File: config.mk
export PLATFORM = sky130hd
export DESIGN_NAME = can_mode_seq
export DESIGN_NICKNAME = d
export VERILOG_FILES = /design/src/rtl/can_mode_pkg.sv /design/src/rtl/can_run_det.sv /design/src/rtl/can_recov_cnt.sv /design/src/rtl/can_mode_fsm.sv /design/src/rtl/can_mode_seq.sv
export SDC_FILE = /design/constraint.sdc
export NUM_CORES = 1
export LEC_CHECK = 0
export CAP_MARGIN = 15
export CORE_UTILIZATION = 60
export CTS_CLUSTER_SIZE = 12
export DETAILED_ROUTE_END_ITERATION = 8
export DONT_BUFFER_PORTS = 1
export GPL_TIMING_DRIVEN = 0
export PLACE_DENSITY = 0.83
export SETUP_SLACK_MARGIN = 0.4
export SLEW_MARGIN = 20
export SYNTH_ARGS = -nofsm -noshare
export SYNTH_HDL_FRONTEND = slang
export SYNTH_SLANG_ARGS = --single-unit
File: constraint.sdc
create_clock -name clk -period 2.2 [get_ports clk]
set_input_delay 0.22 -clock clk [delete_from_list [all_inputs] [get_ports clk]]
set_output_delay 0.22 -clock clk [all_outputs]
set_load 0.1 [all_outputs]
File: src/rtl/can_mode_pkg.sv
package can_mode_pkg;
  typedef enum logic [2:0] {
    MD_SLEEP  = 3'd0,
    MD_INIT   = 3'd1,
    MD_SYNC   = 3'd2,
    MD_WAKE   = 3'd3,
    MD_NORMAL = 3'd4,
    MD_BUSOFF = 3'd5
  } mode_t;
endpackage

File: src/rtl/can_run_det.sv
module can_run_det #(
  parameter int RUN_BITS = 11
) (
  input  logic clk,
  input  logic rst,
  input  logic clr,
  input  logic sample,
  input  logic rx,
  output logic run_done
);
  localparam int W = (RUN_BITS > 1) ? $clog2(RUN_BITS) : 1;
  localparam logic [W-1:0] LAST = W'(RUN_BITS - 1);

  logic [W-1:0] cnt;

  assign run_done = sample && rx && !clr && (cnt == LAST);

  always_ff @(posedge clk) begin
    if (rst || clr) begin
      cnt <= '0;
    end else if (sample) begin
      if (!rx || cnt == LAST) cnt <= '0;
      else                    cnt <= cnt + 1'b1;
    end
  end
endmodule

File: src/rtl/can_recov_cnt.sv
module can_recov_cnt #(
  parameter int RUNS = 128
) (
  input  logic clk,
  input  logic rst,
  input  logic clr,
  input  logic run_done,
  output logic recov_done
);
  localparam int W = (RUNS > 1) ? $clog2(RUNS) : 1;
  localparam logic [W-1:0] LAST = W'(RUNS - 1);

  logic [W-1:0] cnt;

  assign recov_done = run_done && !clr && (cnt == LAST);

  always_ff @(posedge clk) begin
    if (rst || clr) begin
      cnt <= '0;
    end else if (run_done) begin
      if (cnt == LAST) cnt <= '0;
      else             cnt <= cnt + 1'b1;
    end
  end
endmodule

File: src/rtl/can_mode_fsm.sv
module can_mode_fsm
  import can_mode_pkg::*;
(
  input  logic clk,
  input  logic rst,
  input  logic init_req_i,
  input  logic sleep_set_i,
  input  logic sleep_clr_i,
  input  logic auto_bof_i,
  input  logic auto_wake_i,
  input  logic busy_i,
  input  logic sof_i,
  input  logic bof_enter_i,
  input  logic run_done,
  input  logic recov_done,
  output logic run_clr,
  output logic recov_clr,
  output logic init_ack_o,
  output logic sleep_ack_o,
  output logic bus_off_o,
  output logic normal_en_o,
  output logic sleep_req_o
);
  mode_t state, state_nx;
  logic  sleep_q, seen_init, armed;
  logic  hw_wake, sleep_eff;

  assign hw_wake   = (state == MD_SLEEP) && auto_wake_i && sof_i;
  assign sleep_eff = sleep_set_i || (sleep_q && !sleep_clr_i && !hw_wake);

  always_comb begin
    state_nx = state;
    unique case (state)
      MD_SLEEP: begin
        if (init_req_i)              state_nx = MD_INIT;
        else if (!sleep_eff)         state_nx = MD_WAKE;
      end
      MD_INIT: if (!init_req_i)      state_nx = MD_SYNC;
      MD_SYNC, MD_WAKE: begin
        if (init_req_i)              state_nx = MD_INIT;
        else if (run_done)           state_nx = MD_NORMAL;
      end
      MD_NORMAL: begin
        if (bof_enter_i)             state_nx = MD_BUSOFF;
        else if (!busy_i) begin
          if (init_req_i)            state_nx = MD_INIT;
          else if (sleep_eff)        state_nx = MD_SLEEP;
        end
      end
      MD_BUSOFF: if (recov_done)     state_nx = MD_NORMAL;
      default:                       state_nx = MD_SLEEP;
    endcase
  end

  always_ff @(posedge clk) begin
    if (rst) begin
      state     <= MD_SLEEP;
      sleep_q   <= 1'b1;
      seen_init <= 1'b0;
      armed     <= 1'b0;
    end else begin
      state   <= state_nx;
      sleep_q <= sleep_eff;
      if (state != MD_BUSOFF) begin
        seen_init <= 1'b0;
        armed     <= 1'b0;
      end else begin
        if (init_req_i) seen_init <= 1'b1;
        if (auto_bof_i || (seen_init && !init_req_i)) armed <= 1'b1;
      end
    end
  end

  assign recov_clr = !((state == MD_BUSOFF) && armed);
  assign run_clr   = !((state == MD_SYNC) || (state == MD_WAKE) || !recov_clr);

  assign init_ack_o  = (state == MD_INIT) || (state == MD_SYNC);
  assign sleep_ack_o = (state == MD_SLEEP);
  assign bus_off_o   = (state == MD_BUSOFF);
  assign normal_en_o = (state == MD_NORMAL);
  assign sleep_req_o = sleep_q;
endmodule

File: src/rtl/can_mode_seq.sv
module can_mode_seq #(
  parameter int RUN_BITS = 11,
  parameter int RUNS     = 128
) (
  input  logic clk,
  input  logic rst,
  input  logic init_req_i,
  input  logic sleep_set_i,
  input  logic sleep_clr_i,
  input  logic auto_bof_i,
  input  logic auto_wake_i,
  input  logic rx_i,
  input  logic sample_i,
  input  logic busy_i,
  input  logic sof_i,
  input  logic bof_enter_i,
  output logic init_ack_o,
  output logic sleep_ack_o,
  output logic bus_off_o,
  output logic normal_en_o,
  output logic sleep_req_o
);
  logic run_done, recov_done, run_clr, recov_clr;

  can_run_det #(.RUN_BITS(RUN_BITS)) u_run (
    .clk(clk), .rst(rst), .clr(run_clr), .sample(sample_i), .rx(rx_i),
    .run_done(run_done)
  );

  can_recov_cnt #(.RUNS(RUNS)) u_recov (
    .clk(clk), .rst(rst), .clr(recov_clr), .run_done(run_done),
    .recov_done(recov_done)
  );

  can_mode_fsm u_fsm (
    .clk(clk), .rst(rst), .init_req_i(init_req_i), .sleep_set_i(sleep_set_i),
    .sleep_clr_i(sleep_clr_i), .auto_bof_i(auto_bof_i), .auto_wake_i(auto_wake_i),
    .busy_i(busy_i), .sof_i(sof_i), .bof_enter_i(bof_enter_i),
    .run_done(run_done), .recov_done(recov_done),
    .run_clr(run_clr), .recov_clr(recov_clr),
    .init_ack_o(init_ack_o), .sleep_ack_o(sleep_ack_o), .bus_off_o(bus_off_o),
    .normal_en_o(normal_en_o), .sleep_req_o(sleep_req_o)
  );
endmodule

==> impl_metrics.tcl <==
set metrics [dict create \
    first_iter_violations 33 \
    worst-r2r-cell-count 6 \
    synth.yosys.seq_area_share_pct 35.37 \
    p_comb_share_pct 59.6 \
    slew_viol_final 0 \
    grt_antenna_before_repair 0 \
    grt_max_degree 11 \
    setup_tns_ns 0 \
    synth_fa_ha_area_share_pct 3.901 \
    core.rowCount 14 \
    finalSetupViolCount 0 \
    dr.pass1.iters 4 \
    drv_cap 0 \
    fin_crit_sh_pct 95.43 \
    initial_utilization_pct 63.87 \
    p_leak_nw 0.4598 \
    cp-end-kind "flop" \
    ant_nets 0 \
    grt_pass1_wl_um 3387 \
    ir_drop_mv 1.268 \
    period_minus_slack_ns 2.099 \
    worstSkewPairLatency_ns 0.31 \
    h-tree-depth 1 \
    r2r-end "u_fsm.state[2]" \
    antenna_cells 0 \
    power.internal_mw 0.7037 \
    cts_tree "done" \
    start_kind "flop" \
    use_met3_pct 8.621 \
    die_x_um 42.05 \
    die_area_mm2 0.001768 \
    wirelength_um 2495 \
    place_congestion 0.7787 \
    power_density_mw_per_mm2 1132 \
    finalInstanceArea_mm2 0.001196 \
    ys_seq_elements 17 \
    netlist.area_leader.share_pct 35.37 \
    swShare_pct 48.04 \
    yosys_warnings 0 \
    core_area_mm2 0.001506 \
    clockRootBuffer "clkbuf_4" \
    grtUsageMet2_pct 47.81 \
    place_hpwl_um 1349 \
    p_clk_share_pct 13.3 \
    synth_compound_area_share_pct 14.95 \
    grt_overflow 0 \
    cts_buffers 3 \
    cp.arrival_ns 2.34 \
    io_buffers 0 \
    critical_path_class "flop to flop" \
    placed_cell_area_mm2 0.001003 \
    busiest_layer "met2" \
    synth_cell_types 39 \
    finalHoldViolCount 0 \
    p_switching_mw 0.6507 \
    syn_avg_cell_area_um2 8.591 \
    power_mw 1.354 \
    hold_slack_ns 0.01116 \
    clock_path_buffers 2 \
    grt_pass1_vias 843 \
    dieHeight_um 42.05 \
    synthSimpleGateAreaFrac_pct 28.48 \
    path_max_fanout 3 \
    tightestPinTransition_ns 1.072 \
    critPathCapture "u_fsm.state[2]" \
    grt_usage_pct 25.09 \
    wl_per_cell_um 17.09 \
    rr_startpoint "u_fsm.state[1]" \
    clk_pin_slew_ns 0.11 \
    synthCells 112 \
    muxShareOfSynthArea_pct 3.121 \
    startpoint "u_fsm.state[1]" \
    synth_top_family_by_area "simple AND/OR/NAND/NOR gates" \
    hold_path_class "primary input to flop" \
    crit_required_ns 2.44 \
    drive_gt1_share_pct 28.46 \
    fin_skew_ns 0.01049 \
    status "finished clean" \
    nFillCells 96 \
    top_level_ports 17 \
    power.share.sequential_pct 27.1 \
    numClockSinks 17 \
    rsz0062_at_grt "yes" \
    met1_usage_pct 25.42 \
    layout.nets 146 \
    area_growth_pct 24.32 \
    max_freq_ghz 0.4763 \
    viasPerCell 6.110 \
    netlist_area_um2 962.2 \
    via_count 892 \
    max-slew-margin-rel_pct 28.45 \
    rrSetupSlack_ns 0.10 \
    yosysTopAreaCell "dfxtp_1" \
    remaining_drc_errors 0 \
    synth_nets 127 \
    synth.area.top_cells "dfxtp_1 35%, nor2_1 7.4%, xor2_1 5.5%" \
    synthXorXnorAreaFrac_pct 8.192 \
]
-- sequential cells by signal (all words and copies together) (netlist names) --
signal	count
u_fsm.sleep_req_o	1
u_fsm.armed	1
u_recov.cnt	7
u_fsm.state	3
u_fsm.seen_init	1
u_run.cnt	4
-- power groups by stage --
stage               registers (mW)  logic [mW]  clock network, mW
global placement             0.369       0.584                  0
global route                 0.371       0.828              0.195
detailed placement           0.372       0.591                  0
finish                       0.367       0.808              0.180
CTS                          0.364       0.670              0.182
floorplan                    0.367       0.551                  0
-- cell type report --
cell class / count / area (um2) / share of cell area (%)
Buffer: 4 / 37.54 / 3.138
Clock buffer: 3 / 22.52 / 1.883
Clock inverter: 1 / 5.005 / 0.4184
Inverter: 7 / 33.78 / 2.824
Multi-Input combinational cell: 84 / 613.1 / 51.26
Sequential cell: 17 / 345.3 / 28.87
Tap cell: 16 / 20.02 / 1.674
Timing Repair Buffer: 14 / 118.9 / 9.937
-- routing by layer --
metal | part of all wire, % | wire [um]
met5 | 0 | 0
met4 | 3.0 | 76
met3 | 6.1 | 153
met2 | 53 | 1328
met1 | 38 | 936
-- worst min path at each step --
stage / slack [ns] / cells after the start / from / endpoint
after floorplan: 0.30 / 1 / rst / u_fsm.armed
after global placement: 0.30 / 1 / rst / u_fsm.armed
after detailed placement: 0.30 / 1 / rst / u_fsm.state[2]
after CTS: 0.01 / 1 / init_req_i / u_fsm.seen_init
after global routing: 0.007 / 1 / init_req_i / u_fsm.seen_init
final: 0.01 / 1 / init_req_i / u_fsm.seen_init
-- worst max-delay path, cell delays in order, from the launching register on --
cell and delay, ns:
dfxtp_2 0.34, buf_6 0.12, nor3b_4 0.88, and2_1 0.25
o221a_4 0.20, nor2_1 0.06, nor3_1 0.17
-- what timing repair did --
action | 4_1_cts | 5_1_grt
buffers inserted | 5 | 8
pin swaps | 3 | 6
hold buffers | 1 | 0
setup endpoints to repair | 7 | 13
resized for setup | 6 | 8
cloned | 0 | 0
hold endpoints to repair | 2 | 0
-- placed cells by master (no fill, tap or decap), types with 4 or more instances in the layout --
master,count
buf_6,6
xor2_1,6
nor2_1,18
inv_1,5
buf_4,10
dfxtp_1,13
dfxtp_2,4
nand4_1,4
nand2_1,10
-- synthesized netlist by cell type --
master,count
a211oi_1,2
a211oi_4,1
a21o_2,1
a21oi_1,3
a221o_1,1
and2_1,1
and2b_1,1
and3_1,2
and4_1,1
buf_2,1
buf_6,2
clkbuf_1,1
dfxtp_1,17
ha_1,3
inv_1,7
mux2i_1,3
nand2_1,10
nand2b_1,1
nand3_1,3
nand3b_1,3
nand4_1,4
nand4b_1,1
nor2_1,19
nor2b_1,1
nor3_1,2
nor3_2,1
nor3b_1,1
o211ai_1,1
o21a_1,1
o21ai_0,1
o21bai_1,1
o221a_2,1
o221ai_1,1
o221ai_2,1
o22ai_2,1
or2b_1,1
or3_4,1
xnor2_1,3
xor2_1,6
-- stage by stage --
step	utilization, %	cells	setup WS (ns)
after floorplan	-	112	0.2103
after global placement	66.61	128	0.1333
after detailed placement	66.61	128	0.1267
after CTS	73.26	138	0.1362
after global routing	79.40	146	0.06825
final	79.40	146	0.1006
-- logic make-up after synthesis --
group,count (synthesis)
xor gates and xnor gates,9
buffers and inverters,11
adders and majority gates,3
DFF,17
AOI/OAI and AO/OA,16
muxes,3
and+or+nand+nor,53
Power figures use the tool's default switching activity.
